## src/rtl/xseq_pkg.sv

```systemverilog
package xseq_pkg;

  // Phases of one external access, in the order they occur.
  typedef enum logic [2:0] {
    PH_IDLE  = 3'd0,
    PH_OVH   = 3'd1,
    PH_SETUP = 3'd2,
    PH_STRB  = 3'd3,
    PH_HOLD  = 3'd4,
    PH_DONE  = 3'd5
  } phase_t;

  // Timing control word; the field order fixes the bit positions.
  typedef struct packed {
    logic [1:0] setup;   // [7:6]
    logic [3:0] width;   // [5:2] strobe cycles minus one
    logic [1:0] hold;    // [1:0]
  } timing_t;

  localparam int TIMING_W = $bits(timing_t);
  localparam logic [TIMING_W-1:0] TIMING_RESET = '1;

endpackage

```

## src/rtl/xseq_timing_reg.sv

```systemverilog
module xseq_timing_reg
  import xseq_pkg::*;
(
  input  logic                clk,
  input  logic                rst,
  input  logic                cfg_open,   // idle or completing: commits allowed
  input  logic                cfg_we,
  input  logic [TIMING_W-1:0] cfg_wdata,
  output timing_t             cfg_q
);

  logic                pend_v;
  logic [TIMING_W-1:0] pend_d;

  always_ff @(posedge clk) begin
    if (rst) begin
      cfg_q  <= timing_t'(TIMING_RESET);
      pend_v <= 1'b0;
      pend_d <= '0;
    end else if (cfg_open) begin
      // the latest write wins over a parked one
      if (cfg_we) begin
        cfg_q  <= timing_t'(cfg_wdata);
        pend_v <= 1'b0;
      end else if (pend_v) begin
        cfg_q  <= timing_t'(pend_d);
        pend_v <= 1'b0;
      end
    end else if (cfg_we) begin
      pend_v <= 1'b1;
      pend_d <= cfg_wdata;
    end
  end

  AST_CFG_FROZEN: assert property (@(posedge clk) disable iff (rst)
    !cfg_open |=> $stable(cfg_q));

  AST_RESET_SLOW: assert property (@(posedge clk) disable iff (rst)
    $past(rst) |-> (cfg_q == timing_t'(TIMING_RESET)));

endmodule

```

## src/rtl/xseq_phase_ctrl.sv

```systemverilog
module xseq_phase_ctrl
  import xseq_pkg::*;
#(
  parameter int OVH_CYCLES = 3
) (
  input  logic       clk,
  input  logic       rst,
  input  logic       start,
  input  logic       start_write,
  input  timing_t    tcfg,
  output phase_t     phase_q,
  output phase_t     phase_nxt,
  output logic       wr_q,
  output logic       capture,
  output logic [3:0] width_q
);

  localparam int OVH_W = $clog2(OVH_CYCLES + 1);
  localparam int CNT_W = (OVH_W > 4) ? OVH_W : 4;

  logic [CNT_W-1:0] cnt_q, cnt_n;
  logic [1:0]       setup_q, hold_q;

  always_comb begin
    phase_nxt = phase_q;
    cnt_n     = cnt_q;
    unique case (phase_q)
      PH_IDLE: begin
        if (start) begin
          phase_nxt = PH_OVH;
          cnt_n     = CNT_W'(OVH_CYCLES - 1);
        end
      end
      PH_OVH: begin
        if (cnt_q == '0) begin
          if (setup_q != 2'd0) begin
            phase_nxt = PH_SETUP;
            cnt_n     = CNT_W'(setup_q - 2'd1);
          end else begin
            phase_nxt = PH_STRB;
            cnt_n     = CNT_W'(width_q);
          end
        end else begin
          cnt_n = cnt_q - 1'b1;
        end
      end
      PH_SETUP: begin
        if (cnt_q == '0) begin
          phase_nxt = PH_STRB;
          cnt_n     = CNT_W'(width_q);
        end else begin
          cnt_n = cnt_q - 1'b1;
        end
      end
      PH_STRB: begin
        if (cnt_q == '0) begin
          if (hold_q != 2'd0) begin
            phase_nxt = PH_HOLD;
            cnt_n     = CNT_W'(hold_q - 2'd1);
          end else begin
            phase_nxt = PH_DONE;
          end
        end else begin
          cnt_n = cnt_q - 1'b1;
        end
      end
      PH_HOLD: begin
        if (cnt_q == '0) phase_nxt = PH_DONE;
        else             cnt_n     = cnt_q - 1'b1;
      end
      PH_DONE: phase_nxt = PH_IDLE;
      default: phase_nxt = PH_IDLE;
    endcase
  end

  always_ff @(posedge clk) begin
    if (rst) begin
      phase_q <= PH_IDLE;
      cnt_q   <= '0;
      wr_q    <= 1'b0;
      setup_q <= '0;
      width_q <= '0;
      hold_q  <= '0;
    end else begin
      phase_q <= phase_nxt;
      cnt_q   <= cnt_n;
      if (phase_q == PH_IDLE && start) begin
        // timing is frozen for the whole access at acceptance
        wr_q    <= start_write;
        setup_q <= tcfg.setup;
        width_q <= tcfg.width;
        hold_q  <= tcfg.hold;
      end
    end
  end

  assign capture = (phase_q == PH_STRB) && (cnt_q == '0) && !wr_q;

  AST_DONE_SINGLE: assert property (@(posedge clk) disable iff (rst)
    (phase_q == PH_DONE) |=> (phase_q == PH_IDLE));

  AST_BUSY_NO_START: assert property (@(posedge clk) disable iff (rst)
    (phase_q != PH_IDLE) |=> (phase_q != PH_OVH || $past(phase_q) == PH_OVH
                               || $past(phase_q) == PH_IDLE));

endmodule

```

## src/rtl/xseq_pins.sv

```systemverilog
module xseq_pins
  import xseq_pkg::*;
#(
  parameter int ADDR_W = 16,
  parameter int DATA_W = 8
) (
  input  logic              clk,
  input  logic              rst,
  input  logic              accept,
  input  logic [ADDR_W-1:0] req_addr,
  input  logic [DATA_W-1:0] req_wdata,
  input  phase_t            phase_nxt,
  input  logic              wr_q,
  input  logic              capture,
  input  logic [3:0]        width_q,
  input  logic [DATA_W-1:0] mem_din,
  output logic [ADDR_W-1:0] mem_addr,
  output logic [DATA_W-1:0] mem_dout,
  output logic              mem_dout_oe,
  output logic              mem_rd_n,
  output logic              mem_we_n,
  output logic [DATA_W-1:0] rd_data
);

  logic strobe_nxt, bus_nxt;

  assign strobe_nxt = (phase_nxt == PH_STRB);
  assign bus_nxt    = (phase_nxt == PH_SETUP) || (phase_nxt == PH_STRB) ||
                      (phase_nxt == PH_HOLD);

  // Pins are registered from the next phase so they line up with phase_q.
  always_ff @(posedge clk) begin
    if (rst) begin
      mem_addr    <= '0;
      mem_dout    <= '0;
      mem_dout_oe <= 1'b0;
      mem_rd_n    <= 1'b1;
      mem_we_n    <= 1'b1;
      rd_data     <= '0;
    end else begin
      if (accept) begin
        mem_addr <= req_addr;
        mem_dout <= req_wdata;
      end
      mem_rd_n    <= !(strobe_nxt && !wr_q);
      mem_we_n    <= !(strobe_nxt &&  wr_q);
      mem_dout_oe <= bus_nxt && wr_q;
      if (capture) rd_data <= mem_din;
    end
  end

  // checker: length of the current strobe-low run
  logic [4:0] low_run;
  always_ff @(posedge clk) begin
    if (rst)                        low_run <= '0;
    else if (!mem_rd_n || !mem_we_n) low_run <= low_run + 5'd1;
    else                            low_run <= '0;
  end

  AST_STROBE_EXCL: assert property (@(posedge clk) disable iff (rst)
    (mem_rd_n || mem_we_n));

  AST_STROBE_WIDTH: assert property (@(posedge clk) disable iff (rst)
    $rose(mem_rd_n & mem_we_n) |-> (low_run == 5'(width_q) + 5'd1));

  AST_OE_NOT_READ: assert property (@(posedge clk) disable iff (rst)
    mem_dout_oe |-> mem_rd_n);

endmodule

```

## src/rtl/xseq_top.sv

```systemverilog
module xseq_top
  import xseq_pkg::*;
#(
  parameter int ADDR_W     = 16,
  parameter int DATA_W     = 8,
  parameter int OVH_CYCLES = 3
) (
  input  logic              clk,
  input  logic              rst,
  input  logic              req_valid,
  input  logic              req_write,
  input  logic [ADDR_W-1:0] req_addr,
  input  logic [DATA_W-1:0] req_wdata,
  output logic              req_ready,
  output logic              done,
  output logic [DATA_W-1:0] rd_data,
  input  logic              cfg_we,
  input  logic [7:0]        cfg_wdata,
  output logic [7:0]        cfg_rdata,
  output logic [ADDR_W-1:0] mem_addr,
  output logic [DATA_W-1:0] mem_dout,
  output logic              mem_dout_oe,
  input  logic [DATA_W-1:0] mem_din,
  output logic              mem_rd_n,
  output logic              mem_we_n
);

  phase_t     phase_q, phase_nxt;
  timing_t    cfg_q;
  logic       wr_q, capture, accept, cfg_open;
  logic [3:0] width_q;

  assign req_ready = (phase_q == PH_IDLE);
  assign done      = (phase_q == PH_DONE);
  assign accept    = req_valid && req_ready;
  assign cfg_open  = (phase_q == PH_IDLE) || (phase_q == PH_DONE);
  assign cfg_rdata = cfg_q;

  xseq_timing_reg u_treg (
    .clk       (clk),
    .rst       (rst),
    .cfg_open  (cfg_open),
    .cfg_we    (cfg_we),
    .cfg_wdata (cfg_wdata),
    .cfg_q     (cfg_q)
  );

  xseq_phase_ctrl #(.OVH_CYCLES(OVH_CYCLES)) u_ctrl (
    .clk         (clk),
    .rst         (rst),
    .start       (accept),
    .start_write (req_write),
    .tcfg        (cfg_q),
    .phase_q     (phase_q),
    .phase_nxt   (phase_nxt),
    .wr_q        (wr_q),
    .capture     (capture),
    .width_q     (width_q)
  );

  xseq_pins #(.ADDR_W(ADDR_W), .DATA_W(DATA_W)) u_pins (
    .clk         (clk),
    .rst         (rst),
    .accept      (accept),
    .req_addr    (req_addr),
    .req_wdata   (req_wdata),
    .phase_nxt   (phase_nxt),
    .wr_q        (wr_q),
    .capture     (capture),
    .width_q     (width_q),
    .mem_din     (mem_din),
    .mem_addr    (mem_addr),
    .mem_dout    (mem_dout),
    .mem_dout_oe (mem_dout_oe),
    .mem_rd_n    (mem_rd_n),
    .mem_we_n    (mem_we_n),
    .rd_data     (rd_data)
  );

  AST_ADDR_HELD: assert property (@(posedge clk) disable iff (rst)
    (!req_ready && !$past(req_ready)) |-> $stable(mem_addr));

  AST_DONE_PULSE: assert property (@(posedge clk) disable iff (rst)
    done |=> !done);

endmodule

```

## config.mk

```make
export PLATFORM = sky130hd
export DESIGN_NAME = xseq_top
export DESIGN_NICKNAME = d
export VERILOG_FILES = /design/src/rtl/xseq_pkg.sv /design/src/rtl/xseq_timing_reg.sv /design/src/rtl/xseq_phase_ctrl.sv /design/src/rtl/xseq_pins.sv /design/src/rtl/xseq_top.sv
export SDC_FILE = /design/constraint.sdc
export NUM_CORES = 1
export LEC_CHECK = 0
export BUFFER_PORTS_ARGS = -buffer_cell sky130_fd_sc_hd__buf_2
export CAP_MARGIN = 30
export CORE_ASPECT_RATIO = 1.2
export CORE_MARGIN = 1
export CORE_UTILIZATION = 53
export CTS_BUF_LIST = sky130_fd_sc_hd__clkbuf_8
export DETAILED_ROUTE_END_ITERATION = 6
export PLACE_DENSITY = 0.82
export SLEW_MARGIN = 20
export SYNTH_ARGS = -nofsm -noshare
export SYNTH_HDL_FRONTEND = slang
export SYNTH_SLANG_ARGS = --single-unit
```

## constraint.sdc

```tcl
create_clock -name clk -period 2.7 [get_ports clk]
set_input_delay 0.405 -clock clk [delete_from_list [all_inputs] [get_ports clk]]
set_output_delay 0.405 -clock clk [all_outputs]
set_load 0.1 [all_outputs]
```

==> run_results.csv, run 1 <==
group,metric,value,unit
synthesis,syn_area,2950,sq um
cts,clk_latency,0.34,ns
floorplan,ios,90,
synthesis,yosysMostFrequentCell,"nand2_1",
synthesis,synth_seq_area_share,46.2,%
synthesis,yosys.area.top_type,"dfxtp_1",
drt,vias,2640,
sta,grt_setup_unrepaired,"false",
power,power_density,1310,nW/um^2
place,port-buffer-count,89,
sta,tightest_slew,0.823,ns
job,max_cap_viol_count,0,
cts,cts_max_path_buffers,2,
sta,layout_min_cycle_time,2.27,ns
layout,diodes,0,
synthesis,synth_top_area_share,46.2,%
global_route,antenna_found_initial,0,
sta,final-setup-viol-count,0,
layout,drive_gt1_share,28.1,%
layout,regArea,1360,sq um
sta,tns,0,ns
sta,slew_headroom,45.1,%
cts,cts_buffers,9,
cts,cts_sinks,68,
worst_hold_path,hp-class,"in -> reg",
outcome,run_status,"completed",
cts,cts_root_buf,"clkbuf_8",
layout,syn_to_final_growth,22.3,%
place,placed_cells,477,
synthesis,synth_async_sr_flop_share,0,%
cts,cts.repair.resized,0,
layout,nets,474,
cts,cts_hold_buffers,0,
global_route,gr-usage-all-layers,23.9,%
critical_path,reg2reg_from,"u_ctrl.phase_q[2]$_SDFF_PP0_",
global_route,grt_max_degree,34,
synthesis,synthTopCellsByCount,"84 x nand2_1, 68 x dfxtp_1, 38 x a21oi_1, 24 x mux2i_1, 23 x nor2_1",
synthesis,synth_edf_count,0,
cts,cts_setup_buffers,0,
layout,design_area,3600,sq um
power,finalPower,0.00471,W
place,dp_hpwl,4.60,mm
sta,clock.fmax,0.440,GHz
drt,ant_nets,0,
drt,drt-initial-drc-count,266,
sta,hold_ws,0.297,ns
cts,cts_tree,"built",
synthesis,ys_top_cells_by_area,"dfxtp_1 46%, nand2_1 11%, mux2i_1 8.2%",
layout,multi_input_area,1440,sq um
floorplan,initial_utilization,55.2,%
worst_hold_path,hp-start,"req_addr[0]",
critical_path,critPathCaptureType,"output port",
critical_path,critPathRequiredTime,2.30,ns
drt,viasPerCell,5.35,
critical_path,r2r_cells,4,
global_route,grt_remaining_overflow,0,
cts,path_clk_slew,0.08,ns
place,dpl_cell_area,3390,sq um
sta,period_share,84.1,%
drt,finalWirelength,6.88,mm
critical_path,worst-setup-path-type,"reg -> out",
critical_path,arrival,1.87,ns
worst_hold_path,min_path_cells,3,
critical_path,rr_endpoint,"u_treg.cfg_q[1]$_SDFFE_PP1P_",
sta,clock_skew,0.00953,ns
floorplan,rows,29,
critical_path,startpoint_type,"flop",
power,worst_ir_drop_vdd,0.678,mV
drt,avgRoutedWirePerCell,13.9,um
place,gp_congestion,0.900,
synthesis,synthFlopType,"dfxtp_1",
synthesis,synth_cell_types,53,
drt,drc_errors,0,
critical_path,critPathMaxFanout,23,
worst_hold_path,hold_end,"u_pins.mem_addr[0]$_SDFFE_PP0P_",
synthesis,synth_fp_nets,392,
critical_path,r2r_setup_slack,0.55,ns
floorplan,dieWidth,70.1,um
cts,htree_levels,3,
floorplan,die_area,5860,sq um
synthesis,ys_ff_latch,68,
global_route,first_global_vias,2436,
power,p_leak,1.65,nW
layout,fillers,442,
floorplan,die_h,83.7,um
sta,maxSlewViolCount,0,
synthesis,avgSynthCellArea,8.56,sq um
floorplan,core,5330,sq um
sta,hold_violations,0,
synthesis,ys_warn_count,0,
layout,layout.cells.non_filler,493,
drt,first_pass_iters,4,
critical_path,critPathLaunch,"u_ctrl.phase_q[2]$_SDFF_PP0_",
synthesis,syn-instance-count,344,
global_route,grt_pass1_wl,11.1,mm
per-stage QoR:
stage,worst slack [ns],utilization [%]
final,0.429,67.6
after global routing,0.300,67.6
after CTS,0.443,67.6
after detailed placement,0.588,63.6
after global placement,0.685,63.6
after floorplan,0.0799,-
where the power goes:
part           switching [W]  leakage [nW]  total [W]  internal (W)
Sequential          0.000243         0.557    0.00149       0.00124
Clock               0.000370         0.114   0.000869      0.000499
Combinational        0.00177         0.980    0.00236      0.000587
Total                0.00238          1.65    0.00471       0.00233
final cells by class:
class / instances / share of cell area [%]
Clock buffer: 12 / 4.58
Multi-Input combinational cell: 246 / 39.8
Inverter: 5 / 0.521
Clock inverter: 4 / 1.32
Sequential cell: 68 / 37.8
Timing Repair Buffer: 96 / 13.8
Tap cell: 62 / 2.15
flip-flops by register name (all words and copies together) (netlist names), 2 cells and up:
signal / cells
u_treg.cfg_q: 8
u_ctrl.cnt_q: 4
u_pins.mem_addr: 16
u_treg.pend_d: 8
u_pins.rd_data: 8
u_ctrl.phase_q: 3
u_ctrl.setup_q: 2
u_pins.mem_dout: 8
u_ctrl.hold_q: 2
u_ctrl.width_q: 4
worst max-delay path: stages, from the launching register on:
cell	delay [ns]
dfxtp_1	0.83
nand2_1	0.15
nor2_1	0.11
buf_2	0.44
layout by cell type, fill, tap and decap left out, drive strengths merged, types with 3 or more instances in the layout:
cell type / Yosys / layout
buf: 10 / 96
nand2: 84 / 84
dfxtp: 68 / 68
a21oi: 38 / 38
mux2i: 24 / 24
nor2: 23 / 23
clkbuf: 14 / 12
o211ai: 9 / 9
o21ai: 9 / 9
inv: 5 / 6
nand2b: 5 / 5
nor3: 5 / 5
nor4b: 4 / 4
ha: 3 / 3
or3b: 3 / 3
how the worst max path moves through the flow:
stage,end,slack [ns],depth (start not counted)
after global routing,done,0.30,3
after global placement,u_ctrl.cnt_q[1]$_SDFFE_PP0P_,0.68,4
after CTS,done,0.44,3
after detailed placement,u_ctrl.cnt_q[1]$_SDFFE_PP0P_,0.59,4
final,done,0.43,3
after floorplan,u_ctrl.hold_q[0]$_SDFFE_PP0P_,0.08,7
routing by layer:
metal | up-vias | GRT usage, % | wire length, um
met1 | 1202 | 27.9 | 2850
li1 | 1347 | - | -
met2 | 79 | 39.9 | 3540
met5 | - | 0 | 0
met4 | 0 | 12.4 | 134
met3 | 12 | 6.28 | 348
kinds of logic after synthesis:
kind of cell | share of synthesized area (%)
buffers and inverters | 5.23
muxes | 8.16
and+or+nand+nor | 23.2
AOI/OAI and AO/OA | 15.0
xor gates and xnor gates | 0.892
adders and majority gates | 1.27
DFF | 46.2
No activity file was read; power rests on OpenSTA's default activity.
==> run 2: changes to the inputs <==
==> constraint.sdc (replaced) <==
create_clock -name clk -period 2.2 [get_ports clk]
set_input_delay 0.33 -clock clk [delete_from_list [all_inputs] [get_ports clk]]
set_output_delay 0.33 -clock clk [all_outputs]
set_load 0.1 [all_outputs]
==> run 2 against run 1 <==
Against the previous run: flip-flop and latch count unchanged; critical endpoint is now req_ready; final area increased by 2.0%; worst setup slack got worse by 0.32 ns.
==> run_results.csv, run 2 (same netlist as run 1, synthesis figures left out) <==
group,metric,value,unit
layout,syn_to_final_growth,24.8,%
critical_path,cpLargestDelayFamily,"buffers and inverters",
power,switching_share,49.4,%
drt,dr_wl_met3,341,um
critical_path,r2r_cells,6,
place,dp_hpwl,4.71,mm
critical_path,crit_end,"req_ready",
layout,layout_commonest_cell,"buf_2",
job,max_cap_viol_count,0,
layout,nets,479,
drt,met2_length,3.51,mm
global_route,antenna_found_initial,0,
layout,multi_input_area,1440,sq um
sta,maxSlewViolCount,0,
floorplan,core,5330,sq um
critical_path,crit_top_cell,"buf_4",
global_route,grt_max_degree,35,
global_route,grt_pass1_wl,11.4,mm
drt,finalWirelength,6.82,mm
cts,cts_root_buf,"clkbuf_8",
critical_path,cp_num_cells,3,
layout,drive_gt1_share,29.6,%
critical_path,critPathCaptureType,"output port",
drt,drt-initial-drc-count,220,
drt,avgRoutedWirePerCell,13.7,um
sta,final-setup-viol-count,0,
sta,clock.fmax,0.478,GHz
worst_hold_path,hp-class,"in -> reg",
sta,period_share,95.0,%
power,p_leak,1.69,nW
power,finalPower,0.00599,W
layout,regArea,1360,sq um
global_route,gr-usage-all-layers,24.3,%
drt,highest_layer,"met4",
power,p_int,0.00303,W
sta,grt_setup_unrepaired,"false",
power,worst_ir_drop_vdd,0.996,mV
floorplan,die_area,5860,sq um
critical_path,critPathBufInv,2,
cts,htree_levels,3,
layout,mostFrequentLayoutCells,"88 x buf_2, 84 x nand2_1, 67 x dfxtp_1",
sta,tns,0,ns
power,seq_power_share,29.6,%
floorplan,rows,29,
drt,viasPerCell,5.45,
drt,drc_errors,0,
floorplan,initial_utilization,55.2,%
floorplan,die_h,83.7,um
critical_path,slowest_stage,"dfxtp_1",
drt,first_pass_iters,4,
layout,largest_reg_flops,16,
cts,cts_setup_buffers,0,
sta,slew_headroom,55.1,%
power,power_density,1630,nW/um^2
critical_path,critPathMaxStageDelay,0.52,ns
layout,diodes,0,
cts,path_clk_slew,0.07,ns
place,port-buffer-count,89,
power,clock_power_share,19.6,%
layout,regMostFlops,"u_pins.mem_addr",
cts,cts_hold_buffers,0,
critical_path,r2r_setup_slack,0.18,ns
cts,cts_max_path_buffers,2,
cts,cts_sinks,68,
layout,fillers,425,
critical_path,arrival,1.76,ns
critical_path,critPathRequiredTime,1.87,ns
critical_path,crit_chain,"buf_4 -> nor3_4 -> buf_4",
sta,clock_skew,0.00932,ns
critical_path,reg2reg_from,"u_ctrl.cnt_q[0]$_SDFFE_PP0P_",
critical_path,worst-setup-path-type,"reg -> out",
cts,cts_tree,"built",
critical_path,startpoint_type,"flop",
power,pwr-share-comb,50.8,%
drt,vias,2714,
cts,clk_latency,0.34,ns
drt,m1WireLength,2.83,mm
critical_path,critPathLaunch,"u_ctrl.phase_q[1]$_SDFF_PP0_",
power,p_switching,0.00296,W
global_route,first_global_vias,2495,
floorplan,dieWidth,70.1,um
global_route,grt_remaining_overflow,0,
drt,ant_nets,0,
critical_path,critPathMaxFanout,21,
sta,hold_violations,0,
outcome,run_status,"completed",
critical_path,rr_endpoint,"u_ctrl.cnt_q[0]$_SDFFE_PP0P_",
floorplan,ios,90,
sta,layout_min_cycle_time,2.09,ns
cts,cts_buffers,9,
place,gp_congestion,0.843,
sta,tightest_slew,0.673,ns
==> run 2: power groups by stage <==
stage                     Clock (W)  Sequential [W]  Combinational (W)
after floorplan                   0         0.00287            0.00139
after global placement            0         0.00178            0.00299
after detailed placement          0         0.00180            0.00302
after CTS                   0.00119         0.00177            0.00305
after global routing        0.00125         0.00182            0.00325
final                       0.00117         0.00178            0.00304
==> run 2: how the worst min path moves through the flow <==
stage | startpoint | endpoint | slack, ns | cells after the start
final | req_addr[0] | u_pins.mem_addr[0]$_SDFFE_PP0P_ | 0.22 | 3
after global routing | req_addr[11] | u_pins.mem_addr[11]$_SDFFE_PP0P_ | 0.21 | 3
after CTS | req_addr[12] | u_pins.mem_addr[12]$_SDFFE_PP0P_ | 0.21 | 3
after detailed placement | u_pins.mem_dout[2]$_SDFFE_PP0P_ | u_pins.mem_dout[2]$_SDFFE_PP0P_ | 0.44 | 2
after global placement | u_pins.mem_addr[0]$_SDFFE_PP0P_ | u_pins.mem_addr[0]$_SDFFE_PP0P_ | 0.44 | 2
after floorplan | u_ctrl.hold_q[1]$_SDFFE_PP0P_ | u_ctrl.hold_q[1]$_SDFFE_PP0P_ | 0.44 | 2
==> run 2: timing repair <==
action	CTS	global route
pin swaps	0	0
gates resized for setup	1	1
endpoints found under the setup margin	1	1
cloned	0	0
==> run 2: layout make-up <==
class                   instances  share of cell area [%]
multi-input cells             246                    39.3
inverters                       5                   0.511
repair buffers                101                    14.6
well taps                      62                    2.11
clock buffers                  11                    4.12
clock inverters                 5                    2.25
flip-flops and latches         68                    37.1
==> run 2: tightest hold or removal path: cells and delay by family <==
family,cells,cell delay [ns]
buf+inv,1,0.10
compound gates,1,0.05
simple gates,1,0.04
==> run 2: per-layer routing <==
metal	up-vias	global-route usage (%)
li1	1357	-
met1	1264	28.0
met2	80	42.5
met3	13	4.71
met4	0	12.0
met5	-	0
==> run 2: stage by stage <==
| stage | instances | worst slack (ns) | util (%) | hold slack, ns | instance area, sq um |
|---|---|---|---|---|---|
| floorplan | 344 | 0.0540 | - | 0.436 | 2960 |
| global placement | 482 | 0.256 | 64.4 | 0.438 | 3440 |
| detailed placement | 482 | 0.211 | 64.4 | 0.443 | 3440 |
| CTS | 498 | 0.114 | 68.9 | 0.207 | 3670 |
| global route | 498 | 0.00633 | 68.9 | 0.211 | 3670 |
| finish | 498 | 0.110 | 68.9 | 0.220 | 3670 |
==> run 3: changes to the inputs <==
--- a/config.mk
+++ b/config.mk
@@ -5,14 +5,14 @@
 export SDC_FILE = /design/constraint.sdc
 export NUM_CORES = 1
 export LEC_CHECK = 0
-export BUFFER_PORTS_ARGS = -buffer_cell sky130_fd_sc_hd__buf_2
 export CAP_MARGIN = 30
 export CORE_ASPECT_RATIO = 1.2
 export CORE_MARGIN = 1
-export CORE_UTILIZATION = 53
+export CORE_UTILIZATION = 59
 export CTS_BUF_LIST = sky130_fd_sc_hd__clkbuf_8
 export DETAILED_ROUTE_END_ITERATION = 6
-export PLACE_DENSITY = 0.82
+export DONT_BUFFER_PORTS = 1
+export PLACE_DENSITY = 0.78
 export SLEW_MARGIN = 20
 export SYNTH_ARGS = -nofsm -noshare
 export SYNTH_HDL_FRONTEND = slang
==> constraint.sdc (replaced) <==
create_clock -name clk -period 1.9 [get_ports clk]
set_input_delay 0.285 -clock clk [delete_from_list [all_inputs] [get_ports clk]]
set_output_delay 0.285 -clock clk [all_outputs]
set_load 0.1 [all_outputs]
==> run 3 against run 2 <==
Against the previous run: clock power rose by 15%; critical path depth rose by 3; final area barely moved; utilization rose by 9.3 points; wire length rose by 7.8%; clock skew rose by 0.0014 ns; sequential share of layout area rose by 0.093 points; combinational power rose by 25%; die area fell by 9.9%; critical endpoint is now u_ctrl.cnt_q[0]$_SDFFE_PP0P_; largest power group unchanged; highest routed layer unchanged.
==> run_results.csv, run 3 (same netlist as run 1, synthesis figures left out) <==
group,metric,value,unit
sta,maxSlewViolCount,0,
power,p_int,0.00369,W
sta,grt_setup_unrepaired,"false",
sta,clock.fmax,0.554,GHz
critical_path,critPathMaxStageDelay,0.54,ns
critical_path,critPathCaptureType,"flop",
power,p_switching,0.00347,W
floorplan,die_area,5280,sq um
critical_path,critPathMaxFanout,5,
drt,drc_errors,0,
layout,fillers,310,
power,p_leak,1.57,nW
critical_path,crit_chain,"inv_2 -> ha_4 -> nor3b_1 -> nor2_1 -> or4_1 -> a41o_1",
floorplan,dieWidth,66.5,um
power,switching_share,48.5,%
critical_path,cpLargestDelayFamily,"simple AND/OR/NAND/NOR gates",
cts,cts_hold_buffers,2,
sta,clock_skew,0.0107,ns
drt,avgRoutedWirePerCell,16.2,um
critical_path,critPathBufInv,1,
sta,tightest_slew,0.723,ns
worst_hold_path,hp-class,"in -> reg",
drt,first_pass_iters,5,
critical_path,arrival,2.04,ns
cts,clk_latency,0.34,ns
layout,layout_commonest_cell,"nand2_1",
critical_path,worst-setup-path-type,"reg -> reg",
drt,vias,2619,
cts,path_clk_slew,0.07,ns
floorplan,rows,27,
job,max_cap_viol_count,0,
power,clock_power_share,18.7,%
critical_path,startpoint_type,"flop",
drt,finalWirelength,7.35,mm
sta,hold_ws,0.0133,ns
global_route,gr-usage-all-layers,29.8,%
sta,layout_min_cycle_time,1.81,ns
global_route,grt_max_degree,37,
floorplan,core,4700,sq um
floorplan,initial_utilization,62.7,%
floorplan,die_h,79.4,um
power,seq_power_share,28.1,%
sta,period_share,95.1,%
cts,cts_root_buf,"clkbuf_8",
layout,regMostFlops,"u_pins.mem_addr",
global_route,busiest_layer,"met2",
floorplan,ios,90,
critical_path,slowest_stage,"or4_1",
layout,drive_gt1_share,23.2,%
layout,syn_to_final_growth,24.7,%
drt,ant_nets,0,
sta,final-setup-viol-count,0,
layout,mostFrequentLayoutCells,"83 x nand2_1, 65 x dfxtp_1, 55 x buf_4",
layout,design_area,3670,sq um
global_route,grtUsageMet3,8.29,%
cts,htree_levels,3,
global_route,antenna_found_initial,0,
layout,nets,440,
power,pwr-share-comb,53.2,%
place,dpl_cell_area,3420,sq um
cts,cts_buffers,9,
sta,tns,0,ns
global_route,use_met1,34.1,%
power,power_density,1950,nW/um^2
layout,diodes,0,
global_route,first_global_vias,2564,
place,placed_cells,437,
layout,layout.cells.non_filler,455,
cts,cts_max_path_buffers,2,
place,port-buffer-count,0,
global_route,grt_remaining_overflow,0,
cts,cts_sinks,68,
outcome,run_status,"completed",
cts,cts_tree,"built",
global_route,met2_usage,48.7,%
critical_path,critPathRequiredTime,2.13,ns
sta,slew_headroom,51.6,%
drt,viasPerCell,5.76,
place,dp_hpwl,4.81,mm
place,gp_congestion,0.876,
drt,drt-initial-drc-count,179,
power,worst_ir_drop_vdd,1.13,mV
sta,hold_violations,0,
layout,largest_reg_flops,16,
global_route,grt_pass1_wl,11.6,mm
==> run 3: changes by cell type in the layout (fill, tap and decap cells not counted), moves of 2 or more <==
| cell | previous run | this run |
|---|---|---|
| buf_2 | 88 | 0 |
| buf_4 | 13 | 55 |
| buf_12 | 0 | 4 |
| dfxtp_1 | 67 | 65 |
| dfxtp_2 | 1 | 3 |
| dlygate4sd3_1 | 0 | 2 |
| inv_2 | 0 | 2 |
==> run 3: final cells by class <==
class                           instances  area (sq um)  share of cell area, %
Clock buffer                           11           151                   4.12
Clock inverter                          5          76.3                   2.08
Inverter                                5          18.8                  0.511
Multi-Input combinational cell        246          1460                   39.9
Sequential cell                        68          1370                   37.2
Tap cell                               58          72.6                   1.98
Timing Repair Buffer                   62           524                   14.3
==> run 3: metal layers <==
metal / vias to the layer above / wire, um
met5: - / 0
met4: 0 / 248
met3: 23 / 438
met2: 100 / 3770
met1: 1215 / 2900
li1: 1281 / -
==> run 3: worst paths after layout <==
path                                        start                         endpoint  slack, ns  cells after the start
hold reg to reg   u_pins.mem_dout[2]$_SDFFE_PP0P_  u_pins.mem_dout[2]$_SDFFE_PP0P_       0.45                      2
setup / recovery     u_ctrl.cnt_q[0]$_SDFFE_PP0P_     u_ctrl.cnt_q[0]$_SDFFE_PP0P_       0.09                      6
setup reg to reg     u_ctrl.cnt_q[0]$_SDFFE_PP0P_     u_ctrl.cnt_q[0]$_SDFFE_PP0P_       0.09                      6
hold / removal                                rst  u_pins.mem_dout[6]$_SDFFE_PP0P_       0.01                      1
==> run 3: what timing repair did <==
action,4_1_cts,5_1_grt
endpoints found under the setup margin,1,18
endpoints found under the hold margin,18,13
pin swaps,0,1
gates resized for setup,1,1
buffers inserted,0,0
==> run 3: power by group through the flow <==
| stage | clock, W | combinational, W | sequential (W) |
|---|---|---|---|
| after floorplan | 0 | 0.00171 | 0.00333 |
| after global placement | 0 | 0.00369 | 0.00201 |
| after detailed placement | 0 | 0.00375 | 0.00203 |
| after CTS | 0.00135 | 0.00381 | 0.00201 |
| after global routing | 0.00142 | 0.00403 | 0.00205 |
| final | 0.00134 | 0.00381 | 0.00201 |
==> run 3: through the flow <==
stage	setup WS, ns	utilization, %	power [W]
5_1_grt	0.00198	78.2	0.00751
4_1_cts	0.0460	78.2	0.00716
2_1_floorplan	-0.0919	-	0.00504
3_5_place_dp	0.0795	72.8	0.00578
6_report	0.0939	78.2	0.00716
3_3_place_gp	0.125	72.8	0.00570
